[src/rtl/raster_line_irq.sv]
module raster_line_irq #(
  parameter int HPOS_W      = 9,
  parameter int VPOS_W      = 9,
  parameter int TOTAL_LINES = 312,
  parameter int WIN_LO      = 256,
  parameter int WIN_HI      = 319
) (
  input  logic              clk,
  input  logic              rst_n,
  input  logic [HPOS_W-1:0] hpos,
  input  logic [VPOS_W-1:0] vpos,
  input  logic [VPOS_W-1:0] line_ofs,
  input  logic              frame_irq,
  input  logic              ctl_we,
  input  logic [7:0]        ctl_wdata,
  output logic [7:0]        ctl_rdata,
  input  logic              val_we,
  input  logic [7:0]        val_wdata,
  input  logic              alias_we,
  input  logic [1:0]        alias_wdata,
  output logic [1:0]        alias_rdata,
  output logic              irq
);
  localparam int SUM_W = VPOS_W + 1;

  logic              tgt_hi, line_en, frame_mask;
  logic [7:0]        tgt_lo;
  logic [VPOS_W-1:0] cmp_line;
  logic              irq_q;

  wire [SUM_W-1:0]  line_sum = SUM_W'({tgt_hi, tgt_lo}) + SUM_W'(line_ofs);
  wire [SUM_W-1:0]  eff_line = line_sum % SUM_W'(TOTAL_LINES);
  wire [VPOS_W-1:0] pre_line = (eff_line == '0) ? VPOS_W'(TOTAL_LINES - 1)
                                                : VPOS_W'(eff_line - 1'b1);
  wire in_win   = (hpos >= HPOS_W'(WIN_LO)) && (hpos <= HPOS_W'(WIN_HI));
  wire line_hit = line_en && in_win && (vpos == cmp_line);

  always_ff @(posedge clk) begin
    if (!rst_n) begin
      tgt_hi     <= 1'b0;
      line_en    <= 1'b0;
      frame_mask <= 1'b0;
      tgt_lo     <= '0;
    end else begin
      if (ctl_we) begin
        tgt_hi     <= ctl_wdata[0];
        line_en    <= ctl_wdata[1];
        frame_mask <= ctl_wdata[2];
      end
      if (alias_we) begin
        line_en    <= alias_wdata[0];
        frame_mask <= alias_wdata[1];
      end
      if (val_we) tgt_lo <= val_wdata;
    end
  end

  always_ff @(posedge clk) begin
    if (!rst_n) begin
      cmp_line <= VPOS_W'(TOTAL_LINES - 1);
      irq_q    <= 1'b0;
    end else begin
      if (hpos == '0) cmp_line <= pre_line;
      irq_q <= line_hit || (frame_irq && !frame_mask);
    end
  end

  assign irq         = irq_q;
  assign ctl_rdata   = {irq_q, 4'b0000, frame_mask, line_en, tgt_hi};
  assign alias_rdata = {frame_mask, line_en};

  AST_RSVD_WRITE_ZERO: assert property (@(posedge clk) disable iff (!rst_n)
    ctl_we |-> ctl_wdata[7:3] == 5'd0);
  AST_OUTSIDE_WINDOW_QUIET: assert property (@(posedge clk) disable iff (!rst_n)
    (!in_win && !frame_irq) |=> !irq);
  AST_LINE_DISABLED_QUIET: assert property (@(posedge clk) disable iff (!rst_n)
    (!alias_rdata[0] && !frame_irq) |=> !irq);
  AST_FRAME_PASSES: assert property (@(posedge clk) disable iff (!rst_n)
    (frame_irq && !alias_rdata[1]) |=> irq);
  AST_ALIAS_WRITE: assert property (@(posedge clk) disable iff (!rst_n)
    alias_we |=> alias_rdata == $past(alias_wdata));
  AST_CTL_WRITE: assert property (@(posedge clk) disable iff (!rst_n)
    (ctl_we && !alias_we) |=> ctl_rdata[2:0] == $past(ctl_wdata[2:0]));
  AST_HOLD_MIDLINE: assert property (@(posedge clk) disable iff (!rst_n)
    (hpos != '0) |=> $stable(cmp_line));
endmodule

[config.mk]
export PLATFORM = sky130hd
export DESIGN_NAME = raster_line_irq
export DESIGN_NICKNAME = d
export VERILOG_FILES = /design/src/rtl/raster_line_irq.sv
export SDC_FILE = /design/constraint.sdc
export NUM_CORES = 1
export LEC_CHECK = 0
export ABC_CLOCK_PERIOD_IN_PS = 6500
export BUFFER_PORTS_ARGS = -buffer_cell sky130_fd_sc_hd__buf_2
export CORE_MARGIN = 4
export CORE_UTILIZATION = 50
export CTS_CLUSTER_SIZE = 25
export DETAILED_ROUTE_END_ITERATION = 8
export PLACE_DENSITY_LB_ADDON = 0.12
export SETUP_SLACK_MARGIN = 0.1
export SLEW_MARGIN = 20
export SYNTH_ARGS = -nofsm -noshare
export SYNTH_HDL_FRONTEND = slang
export SYNTH_SLANG_ARGS = --single-unit
[constraint.sdc]
create_clock -name clk -period 6.5 [get_ports clk]
set_input_delay 1.3 -clock clk [delete_from_list [all_inputs] [get_ports clk]]
set_output_delay 1.3 -clock clk [all_outputs]
set_load 0.005 [all_outputs]
==> impl_metrics.ini <==
[power_and_ir_drop]
internal_power_mw = 0.272
peakVddDrop_v = 0.000164
p_leak_nw = 1.01
switching_share_pct = 39.9
p_per_area_nw_per_um2 = 191
pwr-share-comb_pct = 51.2
p_clk_share_pct = 18.6
p_sw_mw = 0.180
seqPwrFrac_pct = 30.2

[route]
ant_nets = 0
post_drt_wl_per_cell_um = 13.5
drt_iter0_drc = 102
first_pass_iters = 4
vias = 1932
drt-total-wl_mm = 4.71
vias_per_cell = 5.55
detail_route.drc_violations = 0

[timing]
rsz0062_at_grt = no
setup_viol = 0
fin_tns_setup_ns = 0
maxSlewHeadroom_pct = 48.1
timing.fmax_mhz = 199
finalMaxSlewViolations = 0
period_minus_slack_ns = 5.03
finalHoldViolations = 0
clock_skew_ns = 0.00606
worstMarginPinSlew_ns = 0.773
min_period_over_period_pct = 77.3

[critical_path]
cpPeakStageDelay_ns = 0.58
cp.arrival_ns = 5.17
cp_num_buf_inv = 2
crit_chain = buf_2 > ha_1 > inv_1 > fa_1 > nand2b_1 > a211oi_1 > nor3_1 > or3_1 > o31ai_4 > a2111oi_2 > a211oi_4 > o32a_1 > nand4_1 > xnor2_1 > o22a_1
crit_fanout = 15
path_delay_family = compound AO/OA/AOI/OAI gates
cp.required_ns = 6.65
worst-setup-path-type = in2reg
critPathSlowestCell = or3_1
cp-start-kind = input port
end_kind = register

[synthesis]
yosysWarnings = 0
synth_top_family_by_area = compound AO/OA/AOI/OAI gates
yosys.area.top_type = dfxtp_1
syn_area_sq_um = 2090
ys_seq_area_share_pct = 20.1
ys_types = 59
ys_ff_latch = 21
synth_edf_count = 0
synth_compound_area_share_pct = 27.0
async_flop_share_pct = 0
yosysTopAreaCellShare_pct = 20.1
synthAdderAreaFrac_pct = 7.55
synth_ff_type = dfxtp_1
avgSynthCellArea_sq_um = 8.15
synth.area.top_cells = dfxtp_1 (20%), ha_1 (6.6%), nor2_1 (5.6%), mux2i_1 (5.3%), xor2_1 (5.0%)
synthXorXnorAreaFrac_pct = 10.4
netlist_instances = 256
yosys.area_share.simple_pct = 21.1
yosys-mux-area-fraction_pct = 6.35

[floorplan]
initial_core_util_pct = 51.8
die_x_um = 72.6
ios = 62
core_area_sq_um = 4030
rows = 23
die_h_um = 72.6
dieArea_sq_um = 5270

[clock_network]
clock-sinks = 21
cts.clk_slew.worst_paths_ns = 0.07
cts_tree = done
numCtsBuffers = 3
clkLatencyLatePin_ns = 0.26
htreeDepth = 1
post_cts_buffers = 0
cts_buffer_depth = 2
ctsResizeCount = 0
cts-root-buf = clkbuf_8
hold_buffers = 0

[global_routing]
grtUsageTotal_pct = 18.1
grt_pass1_wl_mm = 7.82
grt_overflow_total = 0
antenna_found_initial = 0
grt_pass1_vias = 1772
grt_max_degree = 16

[placed_design]
dp_hpwl_mm = 3.85
placement.io_buffers = 52
place_congestion = 0.795
dp.cells = 344

[status]
status = finished clean

[finish]
regArea_sq_um = 420
layout_commonest_cell = buf_2
antennaDiodeCount = 0
drive_gt1_share_pct = 25.5
multiInputGateArea_sq_um = 1530
syn_to_final_growth_pct = 13.1
nets = 362
mostFrequentLayoutCells = buf_2 (52), nor2_1 (31), dfxtp_1 (21)
final-instance-count-excl-fill = 348
fillers = 380

[job]
maxCapViolations = 0

[worst_hold_path]
hp-class = reg2reg
==> kinds of logic (layout without fill, tap and decap cells) <==
group                      count (synthesis)  after routing
AOI/OAI and AO/OA                         68             68
xor gates and xnor gates                  24             24
adders and majority gates                 12             12
buffers and inverters                     28             67
DFF                                       21             21
muxes                                     13             13
other                                      1              4
and+or+nand+nor                           89             89
==> flip-flops by register name (all words and copies together), names as in the netlist <==
register / flops
tgt_lo: 8
tgt_hi: 1
cmp_line: 9
line_en: 1
frame_mask: 1
irq: 1
==> tightest hold or removal path: cells and delay by family, from the launching register on <==
family                 cells  cell delay (ns)
DFF                        1             0.32
AOI/OAI and AO/OA          1             0.07
buffers and inverters      1             0.05
==> Yosys cell counts (2+ instances only) <==
cell / number
o22a_1: 4
a21oi_1: 14
nor4_1: 3
xnor2_1: 11
o2111a_1: 2
a21o_1: 2
o31ai_1: 4
o211ai_1: 3
and3_1: 3
a211oi_1: 3
o22ai_1: 5
a31oi_1: 2
o21ai_0: 4
buf_4: 10
nand2b_1: 2
nor2_1: 31
mux2_2: 2
o21a_1: 2
nand2_1: 15
nor2b_1: 2
a211oi_4: 2
mux2i_1: 11
inv_1: 10
nand4_1: 7
a211oi_2: 2
o31ai_4: 2
nor3_1: 11
xor2_1: 12
ha_1: 11
o31a_1: 2
nand3_1: 8
dfxtp_1: 21
a21oi_2: 2
clkbuf_1: 6
==> area by class of cell <==
class | count | area share (%)
clock buffers | 4 | 1.91
inverters | 10 | 1.59
multi-input cells | 210 | 64.7
flip-flops and latches | 21 | 17.8
well taps | 50 | 2.65
repair buffers | 53 | 11.3
==> metal layers <==
| layer | global-route usage, % | routed length, um | vias to the layer above |
|---|---|---|---|
| li1 | - | - | 1016 |
| met1 | 24.3 | 2240 | 861 |
| met2 | 30.6 | 2220 | 49 |
| met3 | 3.03 | 178 | 6 |
| met4 | 4.10 | 76 | 0 |
| met5 | 0 | 0 | - |
==> power by group through the flow <==
stage | combinational, mW | sequential (mW) | clock, mW
floorplan | 0.186 | 0.138 | 0
global placement | 0.228 | 0.139 | 0
detailed placement | 0.230 | 0.139 | 0
CTS | 0.231 | 0.137 | 0.0856
global route | 0.258 | 0.137 | 0.0934
finish | 0.231 | 0.136 | 0.0840
==> metrics by stage <==
| stage | worst slack [ns] | total power [mW] | hold slack [ns] | instance area, sq um | utilization, % |
|---|---|---|---|---|---|
| 2_1_floorplan | 1.91 | 0.325 | 0.460 | 2100 | - |
| 3_3_place_gp | 1.29 | 0.367 | 0.477 | 2310 | 57.5 |
| 3_5_place_dp | 1.24 | 0.370 | 0.483 | 2310 | 57.5 |
| 4_1_cts | 1.50 | 0.453 | 0.493 | 2360 | 58.6 |
| 5_1_grt | 1.23 | 0.489 | 0.515 | 2360 | 58.6 |
| 6_report | 1.47 | 0.452 | 0.489 | 2360 | 58.6 |
==> path summary, 6_finish.rpt <==
path	start	to	slack, ns	cells after the start
hold reg to reg	cmp_line[3]	cmp_line[3]	0.49	2
setup reg to reg	tgt_lo[0]	cmp_line[5]	2.23	14
hold / removal	cmp_line[3]	cmp_line[3]	0.49	2
setup / recovery	line_ofs[0]	cmp_line[5]	1.47	15
Power figures use the tool's default switching activity.
